$ cat config.mk
export PLATFORM = sky130hd
export DESIGN_NAME = flagctl_unit
export DESIGN_NICKNAME = d
export VERILOG_FILES = /design/src/rtl/fcu_pkg.sv /design/src/rtl/fcu_decode.sv /design/src/rtl/fcu_update.sv /design/src/rtl/fcu_out_stage.sv /design/src/rtl/flagctl_unit.sv
export SDC_FILE = /design/constraint.sdc
export NUM_CORES = 1
export LEC_CHECK = 0
export ABC_AREA = 1
export CAP_MARGIN = 20
export CORE_MARGIN = 3
export CORE_UTILIZATION = 66
export CTS_BUF_LIST = sky130_fd_sc_hd__clkbuf_4
export DETAILED_ROUTE_END_ITERATION = 10
export DONT_BUFFER_PORTS = 1
export PLACE_DENSITY = 0.9
export SLEW_MARGIN = 25
export SYNTH_ARGS = -nofsm -noshare
export SYNTH_HDL_FRONTEND = slang
export SYNTH_HIERARCHICAL = 1
export SYNTH_SLANG_ARGS = --single-unit
$ cat constraint.sdc
create_clock -name clk -period 2 [get_ports clk]
set_input_delay 0.1 -clock clk [delete_from_list [all_inputs] [get_ports clk]]
set_output_delay 0.1 -clock clk [all_outputs]
set_load 0.05 [all_outputs]
$ cat src/rtl/fcu_pkg.sv
package fcu_pkg;

  localparam logic [7:0] OPC_CARRY_FLIP  = 8'hF5;
  localparam logic [7:0] OPC_CARRY_CLR   = 8'hF8;
  localparam logic [7:0] OPC_CARRY_SET   = 8'hF9;
  localparam logic [7:0] OPC_INT_CLR     = 8'hFA;
  localparam logic [7:0] OPC_INT_SET     = 8'hFB;
  localparam logic [7:0] OPC_DIR_CLR     = 8'hFC;
  localparam logic [7:0] OPC_DIR_SET     = 8'hFD;
  localparam logic [7:0] OPC_FLAGS_LOAD  = 8'h9E;
  localparam logic [7:0] OPC_FLAGS_STORE = 8'h9F;
  localparam logic [7:0] OPC_CARRY_FILL  = 8'hD6;

  // low flag byte: bits copied from the high byte, and bits forced to one
  localparam logic [7:0] LOW_COPY_MASK = 8'b1101_0101;
  localparam logic [7:0] LOW_ONE_MASK  = 8'b0000_0010;

  typedef enum logic [2:0] {
    K_NONE,
    K_CARRY_FLIP,
    K_CARRY_LOAD,
    K_INT_LOAD,
    K_DIR_LOAD,
    K_FLAGS_FROM_AH,
    K_AH_FROM_FLAGS,
    K_AL_FILL
  } op_kind_e;

endpackage

$ cat src/rtl/fcu_decode.sv
module fcu_decode
  import fcu_pkg::*;
(
  input  logic [7:0] op_byte,
  output op_kind_e   kind,
  output logic       new_bit
);
  always_comb begin
    new_bit = op_byte[0];
    unique case (op_byte)
      OPC_CARRY_FLIP:                kind = K_CARRY_FLIP;
      OPC_CARRY_CLR, OPC_CARRY_SET:  kind = K_CARRY_LOAD;
      OPC_INT_CLR, OPC_INT_SET:      kind = K_INT_LOAD;
      OPC_DIR_CLR, OPC_DIR_SET:      kind = K_DIR_LOAD;
      OPC_FLAGS_LOAD:                kind = K_FLAGS_FROM_AH;
      OPC_FLAGS_STORE:               kind = K_AH_FROM_FLAGS;
      OPC_CARRY_FILL:                kind = K_AL_FILL;
      default:                       kind = K_NONE;
    endcase
  end
endmodule

$ cat src/rtl/fcu_update.sv
module fcu_update
  import fcu_pkg::*;
#(
  parameter int FLAG_W = 16,
  parameter int CF_POS = 0,
  parameter int IF_POS = 9,
  parameter int DF_POS = 10
) (
  input  op_kind_e          kind,
  input  logic              new_bit,
  input  logic [FLAG_W-1:0] flags_in,
  input  logic [7:0]        ah_in,
  input  logic [7:0]        al_in,
  output logic [FLAG_W-1:0] flags_out,
  output logic              flags_we,
  output logic [7:0]        ah_out,
  output logic              ah_we,
  output logic [7:0]        al_out,
  output logic              al_we,
  output logic              unhandled
);
  localparam int LOW_W = 8;

  logic [LOW_W-1:0] loaded_low;
  logic             carry;

  assign loaded_low = (ah_in & LOW_COPY_MASK) | LOW_ONE_MASK;
  assign carry      = flags_in[CF_POS];

  always_comb begin
    flags_out = flags_in;
    ah_out    = ah_in;
    al_out    = al_in;
    flags_we  = 1'b0;
    ah_we     = 1'b0;
    al_we     = 1'b0;
    unhandled = 1'b0;
    case (kind)
      K_CARRY_FLIP: begin
        flags_out[CF_POS] = ~carry;
        flags_we          = 1'b1;
      end
      K_CARRY_LOAD: begin
        flags_out[CF_POS] = new_bit;
        flags_we          = 1'b1;
      end
      K_INT_LOAD: begin
        flags_out[IF_POS] = new_bit;
        flags_we          = 1'b1;
      end
      K_DIR_LOAD: begin
        flags_out[DF_POS] = new_bit;
        flags_we          = 1'b1;
      end
      K_FLAGS_FROM_AH: begin
        flags_out[LOW_W-1:0] = loaded_low;
        flags_we             = 1'b1;
      end
      K_AH_FROM_FLAGS: begin
        ah_out = flags_in[LOW_W-1:0];
        ah_we  = 1'b1;
      end
      K_AL_FILL: begin
        al_out = {LOW_W{carry}};
        al_we  = 1'b1;
      end
      default: unhandled = 1'b1;
    endcase
  end
endmodule

$ cat src/rtl/fcu_out_stage.sv
module fcu_out_stage #(
  parameter int W = 8
) (
  input  logic         clk,
  input  logic         rst,
  input  logic         in_valid,
  output logic         in_ready,
  input  logic [W-1:0] in_data,
  output logic         out_valid,
  input  logic         out_ready,
  output logic [W-1:0] out_data
);
  assign in_ready = !out_valid || out_ready;

  always_ff @(posedge clk) begin
    if (rst) begin
      out_valid <= 1'b0;
      out_data  <= '0;
    end else if (in_ready) begin
      out_valid <= in_valid;
      if (in_valid) out_data <= in_data;
    end
  end
endmodule

$ cat src/rtl/flagctl_unit.sv
module flagctl_unit
  import fcu_pkg::*;
#(
  parameter int FLAG_W = 16,
  parameter int CF_POS = 0,
  parameter int IF_POS = 9,
  parameter int DF_POS = 10
) (
  input  logic              clk,
  input  logic              rst,
  input  logic              op_valid,
  output logic              op_ready,
  input  logic [7:0]        op_byte,
  input  logic [FLAG_W-1:0] flags_in,
  input  logic [7:0]        ah_in,
  input  logic [7:0]        al_in,
  output logic              res_valid,
  input  logic              res_ready,
  output logic [FLAG_W-1:0] flags_next,
  output logic              flags_we,
  output logic [7:0]        ah_next,
  output logic              ah_we,
  output logic [7:0]        al_next,
  output logic              al_we,
  output logic              unhandled
);
  localparam int PAY_W = FLAG_W + 16 + 4;

  op_kind_e          kind;
  logic              new_bit;
  logic [FLAG_W-1:0] u_flags;
  logic [7:0]        u_ah, u_al;
  logic              u_fwe, u_ahwe, u_alwe, u_unh;
  logic [PAY_W-1:0]  pay_in, pay_out;

  fcu_decode u_dec (
    .op_byte (op_byte),
    .kind    (kind),
    .new_bit (new_bit)
  );

  fcu_update #(
    .FLAG_W (FLAG_W),
    .CF_POS (CF_POS),
    .IF_POS (IF_POS),
    .DF_POS (DF_POS)
  ) u_upd (
    .kind      (kind),
    .new_bit   (new_bit),
    .flags_in  (flags_in),
    .ah_in     (ah_in),
    .al_in     (al_in),
    .flags_out (u_flags),
    .flags_we  (u_fwe),
    .ah_out    (u_ah),
    .ah_we     (u_ahwe),
    .al_out    (u_al),
    .al_we     (u_alwe),
    .unhandled (u_unh)
  );

  assign pay_in = {u_unh, u_alwe, u_ahwe, u_fwe, u_al, u_ah, u_flags};

  fcu_out_stage #(.W(PAY_W)) u_out (
    .clk       (clk),
    .rst       (rst),
    .in_valid  (op_valid),
    .in_ready  (op_ready),
    .in_data   (pay_in),
    .out_valid (res_valid),
    .out_ready (res_ready),
    .out_data  (pay_out)
  );

  assign {unhandled, al_we, ah_we, flags_we, al_next, ah_next, flags_next} = pay_out;
endmodule

==> impl_metrics.csv <==
group,metric,value,unit
synthesis,syn-instance-count,378,
grt,grt_use_met2,40.05,%
drt,wl_per_cell,12.21,um
worst_setup_path,worstSetupPathType,"reg -> reg",
pwr,power.total,1.796,mW
worst_setup_path,worstPathMaxFanout,39,
placed_design,post-dp-hpwl,3.525,mm
synthesis,syn-mean-instance-area,6.210,um^2
timing,finalClockSkew,0.007588,ns
worst_setup_path,regToRegSetupSlack,0.37,ns
die,initial_utilization,69.25,%
worst_setup_path,critical_path_arrival,1.86,ns
synthesis,netlist_area,2347,um^2
grt,grt_start_max_net_pins,73,
drt,total_routed_length,5.081,mm
grt,grt_first_pass_wirelength,8.266,mm
timing,slew_viol_final,0,
cts,clock_sink_count,37,
cts,count_of_h_tree_levels_built_during_cts,2,
pwr,power.density,737.5,nW/um^2
drt,route.detailed.drc,0,
die,placeableCoreArea,3390,um^2
worst_setup_path,worst_path_largest_cell_delay,0.56,ns
layout,diode_insertion_count_for_antenna_repair,0,
synthesis,synth.yosys.seq_area_share,31.56,%
layout,layout-area-overhead-vs-synth,3.732,%
timing,final-setup-viol-count,0,
timing,fin_tns_setup,0,ns
min_path,min_path_type,"in -> reg",
synthesis,ys_top_cells_by_area,"sky130_fd_sc_hd__dfxtp_1, sky130_fd_sc_hd__nand2_1, sky130_fd_sc_hd__nand3_1, sky130_fd_sc_hd__inv_1, sky130_fd_sc_hd__a21oi_1",
synthesis,post-synth-top-area-cell,"sky130_fd_sc_hd__dfxtp_1",
pwr,peakVddDrop,558.8,uV
timing,max_slew.worst_pin.slew,0.9799,ns
drt,detail_route.vias_per_cell,5.238,
synthesis,synth_fp_nets,422,
outcome,outcome,"completed",
grt,grt_use_met1,28.47,%
grt,global_route.usage.total,24.36,%
cts,ctsLongestPathBuffers,2,
cts,clock-root-buffer,"sky130_fd_sc_hd__clkbuf_4",
flow_run,max_cap_viol_count,0,
drt,initialDrtViolationCount,166,
synthesis,synth.yosys.warnings,6,
layout,post-route-util,71.83,%
placed_design,placed_cells,399,
layout,layout.cells.non_filler,416,
worst_setup_path,cp_data_required_time,2.23,ns
timing,max-slew-margin-rel,34.27,%
synthesis,total_of_flip_flops_plus_latches_after_synthesis,37,
grt,globalRoute.totalOverflow,0,
worst_setup_path,cpMaxStageDelayCell,"sky130_fd_sc_hd__dlygate4sd3_1",
synthesis,netlist.area_leader.share,31.56,%
die,chipHeight,65.64,um
worst_setup_path,worstPathCellList,"nand2_2 > buf_12 > a21oi_1 > dlygate4sd3_1",
cts,clkLatencyLatePin,0.34,ns
timing,holdWs,0.06197,ns
placed_design,io_buffers,0,
synthesis,post_synth_num_cell_types,23,
timing,max_freq,614.9,MHz
cts,post-cts-setup-buffer-count,0,
placed_design,gp_congestion,0.7471,
drt,drt-pass1-iter-count,4,
cts,tritoncts.num_buffers,5,
die,floorplan.rows,21,
layout,nNetsFinal,413,
cts,path_clk_slew,0.11,ns
grt,first_global_vias,1966,
drt,detailroute.via_count,2179,
timing,timing.final.hold_violations,0,
die,boundary_pins,82,
die,die_area,4308,um^2
drt,final_antenna_net_count,0,
timing,grt_setup_unrepaired,"false",
pwr,static-leakage-power,1.313,nW
timing,time_the_worst_path_needs_with_i_o_delays_and_setup,1.626,ns
die,die-width,65.64,um
timing,part_of_the_cycle_the_worst_path_needs,81.32,%
cts,cts_tree,"built",
layout,drive_above_1_share,8.108,%
grt,grt_util_met3,10.26,%
worst_setup_path,worst_setup_path_start_kind,"flop",
grt,grt.busiest_layer,"met2",
worst_setup_path,worstSetupEndpointType,"flop",
grt,number_of_antenna_violations_at_the_first_check_in_global_routing,0,
[synthesized netlist by cell type, drive strengths merged]
master  instances
buf            28
nor2           53
o21ai          20
nand3b          1
dfxtp          37
a21oi          38
nand2          92
clkinv          2
nor3            1
inv            60
nand3          46
[cells by family after synthesis]
logic type             synth area share (%)
AO/OA/AOI/OAI                         12.53
buffers and inverters                 18.92
flip-flops                            31.56
AND/OR/NAND/NOR                       36.99
[cell usage in the layout, fill, tap and decap left out, drive strengths merged]
| cell | synthesis | final |
|---|---|---|
| nand3b | 1 | 1 |
| inv | 60 | 60 |
| clkbuf | 0 | 5 |
| nand3 | 46 | 46 |
| buf | 28 | 4 |
| clkinvlp | 0 | 1 |
| o21ai | 20 | 20 |
| nand2 | 92 | 92 |
| a21oi | 38 | 38 |
| dfxtp | 37 | 37 |
| bufinv | 0 | 1 |
| nor3 | 1 | 1 |
| nor2 | 53 | 53 |
| dlygate4sd3 | 0 | 8 |
| clkinv | 2 | 3 |
[sequential cells by signal (all words and copies together) (netlist names)]
name / flops
u_out/out_data: 36
u_out/out_valid: 1
[per-layer routing]
layer  vias to the layer above  part of all wire (%)
met4                         0                   1.2
met1                       937                    42
met2                        93                    46
li1                       1139                     -
met3                        10                    10
met5                         -                     0
[timing repair]
item,in CTS,in global routing
endpoints found under the hold margin,37,0
hold buffers,9,0
resized for setup,0,0
[final cells by class]
type                       count  area (um^2)
tap                           46        57.56
clock buffer                   5        37.54
clock inverter                 3        41.29
sequential                    37        740.7
timing repair buffer          12        155.1
multi-input combinational    251         1165
fill                         305        954.7
inverter                      62        237.7
[worst paths after layout]
| path | startpoint | endpoint | cells past startpoint |
|---|---|---|---|
| setup / recovery | u_out/out_valid$_SDFFE_PP0P_ | u_out/out_valid$_SDFFE_PP0P_ | 4 |
| hold / removal | flags_in[5] | u_out/out_data[5]$_SDFFE_PP0P_ | 6 |
| setup reg to reg | u_out/out_valid$_SDFFE_PP0P_ | u_out/out_valid$_SDFFE_PP0P_ | 4 |
| hold reg to reg | u_out/out_data[5]$_SDFFE_PP0P_ | u_out/out_data[5]$_SDFFE_PP0P_ | 2 |
[through the flow]
stage / cell area [um^2] / worst slack, ns
4_1_cts: 2435 / 0.4001
6_report: 2435 / 0.3737
3_5_place_dp: 2248 / 0.2274
2_1_floorplan: 2347 / 0.5347
3_3_place_gp: 2248 / 0.3317
5_1_grt: 2435 / 0.2868
[where the power goes]
| group | internal, mW | switching, mW |
|---|---|---|
| Sequential | 0.793 | 0.231 |
| Clock | 0.259 | 0.248 |
| Combinational | 0.106 | 0.159 |
| Total | 1.16 | 0.638 |
[critical path, delay by kind of cell (launching register included)]
family	cells	cell delay, ns
AND/OR/NAND/NOR	1	0.28
AO/OA/AOI/OAI	1	0.09
buffers and inverters	2	0.81
flip-flops	1	0.34
Power figures use the tool's default switching activity.
